===== src/rtl/ser_out_pkg.sv =====
// Shared types and helpers for the serial result output port.
package ser_out_pkg;

    // Source of the data clock used to shift the result out.
    typedef enum logic {
        SRC_INTERNAL = 1'b0,
        SRC_EXTERNAL = 1'b1
    } clk_src_e;

    // True on the cycle a sampled level goes from low to high.
    function automatic logic went_high(input logic now_lvl, input logic prev_lvl);
        return now_lvl & ~prev_lvl;
    endfunction

endpackage


===== src/rtl/ser_result_reg.sv =====
// Output result register.
// Captures the conversion result on a rising edge of busy. In external-clock
// mode a capture that meets a high external data clock is lost and the old
// word is kept.
// Assumes busy and ext_dclk are synchronous to clk.
module ser_result_reg
    import ser_out_pkg::*;
#(
    parameter int W = 12
) (
    input  logic         clk,
    input  logic         rst_n,
    input  logic         busy,
    input  clk_src_e     src,
    input  logic         ext_dclk,
    input  logic [W-1:0] result,
    output logic [W-1:0] word_q
);

    logic busy_prev;
    logic busy_rise;
    logic lost;

    assign busy_rise = went_high(busy, busy_prev);
    assign lost      = (src == SRC_EXTERNAL) && ext_dclk;

    // Remember the previous busy level for edge detection.
    always_ff @(posedge clk) begin
        if (!rst_n) busy_prev <= 1'b0;
        else        busy_prev <= busy;
    end

    // Capture a finished result unless the external clock corrupts it.
    always_ff @(posedge clk) begin
        if (!rst_n)                 word_q <= '0;
        else if (busy_rise && !lost) word_q <= result;
    end

    AST_LOAD_TAKE: assert property (@(posedge clk) disable iff (!rst_n)
        (busy_rise && !lost) |=> (word_q == $past(result)));
    AST_LOST_HOLD: assert property (@(posedge clk) disable iff (!rst_n)
        (busy_rise && lost) |=> $stable(word_q));

endmodule


===== src/rtl/ser_int_clkgen.sv =====
// Internal data clock generator.
// On start it produces exactly PULSES pulses. Each level lasts HALF system
// clocks, and the clock starts and ends low. A one-cycle strobe marks every
// falling edge. A start while a train is running is ignored.
module ser_int_clkgen #(
    parameter int HALF   = 4,
    parameter int PULSES = 12
) (
    input  logic clk,
    input  logic rst_n,
    input  logic start,
    output logic dclk,
    output logic fall_stb,
    output logic running
);

    localparam int PH_W  = $clog2(HALF + 1);
    localparam int CNT_W = $clog2(PULSES + 1);

    logic [PH_W-1:0]  phase;
    logic [CNT_W-1:0] pulse_cnt;
    logic             phase_end;
    logic             last_fall;

    assign phase_end = (phase == PH_W'(HALF - 1));
    assign last_fall = phase_end && dclk && (pulse_cnt == CNT_W'(PULSES - 1));
    assign fall_stb  = running && phase_end && dclk;

    // Run/idle state, phase divider, pulse counter and clock level.
    always_ff @(posedge clk) begin
        if (!rst_n) begin
            running   <= 1'b0;
            phase     <= '0;
            pulse_cnt <= '0;
            dclk      <= 1'b0;
        end else if (!running) begin
            if (start) begin
                running   <= 1'b1;
                phase     <= '0;
                pulse_cnt <= '0;
                dclk      <= 1'b0;
            end
        end else if (phase_end) begin
            phase <= '0;
            dclk  <= ~dclk;
            if (dclk) begin
                pulse_cnt <= pulse_cnt + 1'b1;
                if (last_fall) running <= 1'b0;
            end
        end else begin
            phase <= phase + 1'b1;
        end
    end

    AST_PULSE_CAP: assert property (@(posedge clk) disable iff (!rst_n)
        running |-> (pulse_cnt < CNT_W'(PULSES)));
    AST_IDLE_LOW: assert property (@(posedge clk) disable iff (!rst_n)
        $fell(running) |-> !dclk);
    AST_START_IGNORED: assert property (@(posedge clk) disable iff (!rst_n)
        (running && start && !last_fall) |=> running);

endmodule


===== src/rtl/ser_shift_chain.sv =====
// Shift chain holding the outgoing word.
// Load copies a parallel word in. Shift moves every stage one place toward
// the MSB and takes shift_in at stage 0, so after the word come the bits
// shifted in behind it. Load has priority over shift.
module ser_shift_chain #(
    parameter int W = 12
) (
    input  logic         clk,
    input  logic         rst_n,
    input  logic         load,
    input  logic [W-1:0] load_word,
    input  logic         shift,
    input  logic         shift_in,
    output logic         msb
);

    logic [W-1:0] stage;

    for (genvar i = 0; i < W; i++) begin : g_stage
        logic from_below;
        if (i == 0) begin : g_first
            assign from_below = shift_in;
        end else begin : g_rest
            assign from_below = stage[i-1];
        end

        // One stage: parallel load, or take the bit from the stage below.
        always_ff @(posedge clk) begin
            if (!rst_n)     stage[i] <= 1'b0;
            else if (load)  stage[i] <= load_word[i];
            else if (shift) stage[i] <= from_below;
        end
    end

    assign msb = stage[W-1];

endmodule


===== src/rtl/ser_out_port.sv =====
// Serial result output port (top).
// Internal mode: a new conversion start sends the stored result on a
// self-generated clock train.
// External mode: a read trigger raises sync, then the stored result and the
// delayed tag bits are shifted on falling edges of the external clock.
// Assumes all inputs are synchronous to clk and that ext_dclk levels last
// at least two clk cycles.
module ser_out_port
    import ser_out_pkg::*;
#(
    parameter int WORD_W   = 12,
    parameter int HALF_DIV = 4
) (
    input  logic              clk,
    input  logic              rst_n,
    input  logic              busy,
    input  logic [WORD_W-1:0] result,
    input  logic              ext_mode,
    input  logic              sel_n,
    input  logic              rd_cv,
    input  logic              ext_dclk,
    input  logic              tag_in,
    output logic              sdata,
    output logic              sdata_en,
    output logic              sync,
    output logic              dclk_out
);

    clk_src_e          src;
    logic [WORD_W-1:0] word_q;
    logic              start_cond, read_cond;
    logic              start_prev, read_prev, dclk_prev;
    logic              int_start, ext_trig, ext_fall;
    logic              rd_active;
    logic              int_fall, int_running;
    logic              do_load, do_shift, shift_bit;

    assign src        = clk_src_e'(ext_mode);
    assign start_cond = ~sel_n & ~rd_cv;
    assign read_cond  = ~sel_n & rd_cv;
    assign int_start  = (src == SRC_INTERNAL) && went_high(start_cond, start_prev);
    assign ext_trig   = (src == SRC_EXTERNAL) && went_high(read_cond, read_prev);
    assign ext_fall   = dclk_prev & ~ext_dclk;

    // Previous levels for edge detection of controls and the external clock.
    always_ff @(posedge clk) begin
        if (!rst_n) begin
            start_prev <= 1'b0;
            read_prev  <= 1'b0;
            dclk_prev  <= 1'b0;
        end else begin
            start_prev <= start_cond;
            read_prev  <= read_cond;
            dclk_prev  <= ext_dclk;
        end
    end

    // External read window: opened by a trigger, closed by deselect.
    always_ff @(posedge clk) begin
        if (!rst_n || sel_n || src == SRC_INTERNAL) rd_active <= 1'b0;
        else if (ext_trig)                          rd_active <= 1'b1;
    end

    // Sync flag: set by a trigger, cleared by the first external falling edge.
    always_ff @(posedge clk) begin
        if (!rst_n || sel_n || src == SRC_INTERNAL) sync <= 1'b0;
        else if (ext_trig)                          sync <= 1'b1;
        else if (ext_fall)                          sync <= 1'b0;
    end

    // Serial data drive enable.
    always_ff @(posedge clk) begin
        if (!rst_n) sdata_en <= 1'b0;
        else        sdata_en <= ~sel_n & ((src == SRC_INTERNAL) | rd_active | ext_trig);
    end

    ser_result_reg #(.W(WORD_W)) i_result (
        .clk      (clk),
        .rst_n    (rst_n),
        .busy     (busy),
        .src      (src),
        .ext_dclk (ext_dclk),
        .result   (result),
        .word_q   (word_q)
    );

    ser_int_clkgen #(.HALF(HALF_DIV), .PULSES(WORD_W)) i_clkgen (
        .clk      (clk),
        .rst_n    (rst_n),
        .start    (int_start),
        .dclk     (dclk_out),
        .fall_stb (int_fall),
        .running  (int_running)
    );

    assign do_load   = (int_start && !int_running) || ext_trig;
    assign do_shift  = int_fall || (rd_active && ext_fall && src == SRC_EXTERNAL);
    assign shift_bit = (src == SRC_EXTERNAL) ? tag_in : 1'b0;

    ser_shift_chain #(.W(WORD_W)) i_chain (
        .clk       (clk),
        .rst_n     (rst_n),
        .load      (do_load),
        .load_word (word_q),
        .shift     (do_shift),
        .shift_in  (shift_bit),
        .msb       (sdata)
    );

    AST_HIZ_DESELECT: assert property (@(posedge clk) disable iff (!rst_n)
        sel_n |=> !sdata_en);
    AST_SYNC_RAISE: assert property (@(posedge clk) disable iff (!rst_n)
        ext_trig |=> (sync && sdata_en));
    AST_SYNC_DROP: assert property (@(posedge clk) disable iff (!rst_n)
        (sync && ext_fall && !sel_n && ext_mode) |=> !sync);
    AST_DCLK_IDLE_EXT: assert property (@(posedge clk) disable iff (!rst_n)
        (!int_running && !int_start) |=> !dclk_out);

endmodule


===== config.mk =====
export PLATFORM = sky130hd
export DESIGN_NAME = ser_out_port
export DESIGN_NICKNAME = d
export VERILOG_FILES = /design/src/rtl/ser_out_pkg.sv /design/src/rtl/ser_result_reg.sv /design/src/rtl/ser_int_clkgen.sv /design/src/rtl/ser_shift_chain.sv /design/src/rtl/ser_out_port.sv
export SDC_FILE = /design/constraint.sdc
export NUM_CORES = 1
export LEC_CHECK = 0
export BUFFER_PORTS_ARGS = -buffer_cell sky130_fd_sc_hd__buf_4
export CORE_MARGIN = 4
export CORE_UTILIZATION = 55
export CTS_CLUSTER_SIZE = 14
export DETAILED_ROUTE_END_ITERATION = 10
export GPL_TIMING_DRIVEN = 0
export PLACE_DENSITY_LB_ADDON = 0.08
export RECOVER_POWER = 50
export SLEW_MARGIN = 20
export SYNTH_ARGS = -nofsm -noshare
export SYNTH_HDL_FRONTEND = slang
export SYNTH_HIERARCHICAL = 1
export SYNTH_SLANG_ARGS = --single-unit

===== constraint.sdc =====
create_clock -name clk -period 2 [get_ports clk]
set_input_delay 0.2 -clock clk [delete_from_list [all_inputs] [get_ports clk]]
set_output_delay 0.2 -clock clk [all_outputs]
set_load 0.01 [all_outputs]

==> metrics <==
outcome=finished, final reports clean; antenna diode count=0; endpoints failing setup=0; gpl congestion=0.732; initial antenna violation count=0; gr usage total=18.8%; syn nets=205; CTS root buf=clkbuf_4; Worst-Margin Slew=987 ps; final hold vios=0; H-tree levels=2; Critical Path AT=2100 ps; FF+latch count, synth=40; Logic pwr share=12.5%; first-pass iteration count of the detailed router=4; Worst path slowest cell=dfxtp_1; # IOs=24; top post-synthesis cells by count=40 x dfxtp_1, 27 x nand2_1, 15 x nand2b_1; Num CTS Buffers=5; synth warn=6; clk_lat worst skew=330 ps; Clock Power Share=29.9%; final worst-path cycle share=93.2%; port buffer count=23; die area=0.00435 sq mm; FP Rows=20; Max-cap violations=0; Post-Synth XOR/XNOR Area=0%; CP max stage delay=370 ps; Horiz. Die Dim=66.0 um; worst hold stages=2; net switching power=0.352 mW; Final min period=1860 ps; Cell variety after synth=39; vias in the first global route=1335; ranking of synthesized cells by area=dfxtp_1 43%, mux2_4 8.1%, mux2i_1 6.5%; DR vias/cell=5.38; Cell Chain, Critical Path=ha_2 > nand4b_4 > inv_2 > o21bai_2 > buf_6 > mux2_4 > o211a_1; RSZ-0062 raised after global routing=false; clock transition at the registers of the reported paths=110 ps; CTS tree=built; switching share of power=23.7%; first-pass GRT wire length=6.27 mm; fmax=536 MHz; critical path peak fanout=6; skew final=7.89 ps; Chip Height=66.0 um; Num Clock Sinks=40; Slew HR=33.6%; initial core utilization=59.1%; Mapped Area=0.00185 sq mm; Wirelength per Cell=13.6 um; grt ovf=0; Mean Syn Cell Area=10.1 sq um; residual DRC count=0; Finished Cell Area=0.00214 sq mm; post-synth top area share=43.3%; sequential element share of the synthesized area=43.3%; mux share of post-synthesis cell area=15.8%; sequential share of power=57.6%; largest family of logic cells by synthesized area=simple AND/OR/NAND/NOR gates; Post-Synth Adder-Cell Area=1.35%; cells on worst reg2reg path=7; Post-CTS Hold Buffers=0; Syn Inst Count=183; Area Overhead vs Synth=16.0%; vias=1388; DR iter-0 viols=73; post-synthesis compound-gate area fraction=14.8%; Pwr Total=1.49 mW; Final nets=236; post-CTS setup buffers=0; CP required=2240 ps; fraction of layout cells with a size suffix above 1=23.8%; peak supply drop=0.000456 V; kind of critical path=reg2reg; Area after DPL=0.00208 sq mm; top_reg_cell synth=dfxtp_1; P per Cell Area=695 mW/mm^2; Int Power=1.14 mW; HPWL Detailed=2.57 mm; area leader, netlist=dfxtp_1; HP Class=in2reg; Post-Synth Simple-Gate Area=20.2%; Routed Antenna Nets=0; Setup crit start kind=register; Async S/R FF share, synth=0%; max-slew violations=0; Leak=1.03 nW; count leader, synth=dfxtp_1; number of flops mapped to enable cells by yosys=0; final wirelength=3.50 mm; pin count of the biggest net entering global routing=12; clock buffer depth=2; CP Capture Type=register; Core Area=0.00313 sq mm
[kinds of logic (layout without fill, tap and decap cells)]
logic type | count (synthesis) | after routing
buf+inv | 15 | 46
mux | 24 | 24
flops | 40 | 40
fa+ha+maj | 2 | 2
compound gates | 32 | 32
simple gates | 70 | 70
[per-layer routing]
metal  up-vias  global-route usage [%]  share of wire [%]
met4         0                    6.85                1.3
met5         -                       0                  0
met2        25                    28.3                 46
met1       652                    26.4                 48
li1        706                       -                  -
met3         5                    4.25                5.0
[area by class of cell]
cell class | count | area, sq um
repair buffers | 24 | 169
clock buffers | 7 | 65.1
inverters | 5 | 18.8
plain buffers | 10 | 60.1
fillers | 269 | 985
flip-flops and latches | 40 | 801
multi-input cells | 128 | 975
well taps | 44 | 55.1
[worst max-delay path, delay by kind of cell (launching register included)]
kind                     cells  cell delay (ps)
adder cells (fa/ha/maj)      1              240
AO/OA/AOI/OAI                2              390
AND/OR/NAND/NOR              1              150
buffers and inverters        2              300
multiplexers                 1              300
flip-flops                   1              370
[state kept, by name, indices dropped and copies added, names as in the netlist, 3 cells and up]
| name | count |
|---|---|
| i_clkgen/phase | 3 |
| i_chain/g_stage.from_below | 11 |
| i_clkgen/pulse_cnt | 4 |
| i_result/word_q | 12 |
[stage by stage]
stage / instances / setup WS [ps] / TNS [ps] / utilization, % / hold slack (ps)
finish: 258 / 136 / 0 / 68.5 / 55.1
global route: 258 / 7.99 / 0 / 68.5 / 33.4
CTS: 258 / 29.6 / 0 / 68.9 / 42.6
detailed placement: 250 / -33.6 / -258 / 66.4 / 403
global placement: 250 / 9.26 / 0 / 66.4 / 396
floorplan: 183 / 168 / 0 / - / 272
[worst paths after layout]
| check | slack (ps) | from | endpoint |
|---|---|---|---|
| setup / recovery | 140 | i_clkgen/phase[0] | i_chain/g_stage[7].from_below |
| setup reg to reg | 140 | i_clkgen/phase[0] | i_chain/g_stage[7].from_below |
| hold / removal | 60 | rd_cv | start_prev |
| hold reg to reg | 460 | i_result/word_q[3] | i_result/word_q[3] |
[cell usage in the layout (no fill, tap or decap), drive strengths merged]
cell type	count
or2b	1
nand4b	1
a21o	1
o311a	1
or4	1
and3	1
dfxtp	40
nand3b	4
nor2b	2
inv	5
a21boi	3
o21ai	2
and2	3
o2111a	1
a31oi	2
mux2	12
a311o	1
a21oi	5
nor4	1
mux2i	12
a211oi	1
buf	25
ha	2
nand3	3
a41oi	1
nor3	1
nor3b	2
clkbuf	16
nor2	8
o21a	1
nand2b	15
o21bai	1
o211a	12
nand2	27
[what timing repair did]
action                     in CTS  in global routing
gates resized for setup         3                  3
setup endpoints to repair      10                 10
cloned                          1                  0
pin swaps                       0                  0
hold endpoints to repair        0                  0
[power groups by stage]
stage | registers (mW) | clock network [mW] | logic [mW]
floorplan | 0.871 | 0 | 0.124
global placement | 0.874 | 0 | 0.182
detailed placement | 0.876 | 0 | 0.189
CTS | 0.858 | 0.456 | 0.190
global route | 0.864 | 0.497 | 0.206
finish | 0.857 | 0.446 | 0.186
Note: power is estimated with default switching activity, not from simulation.
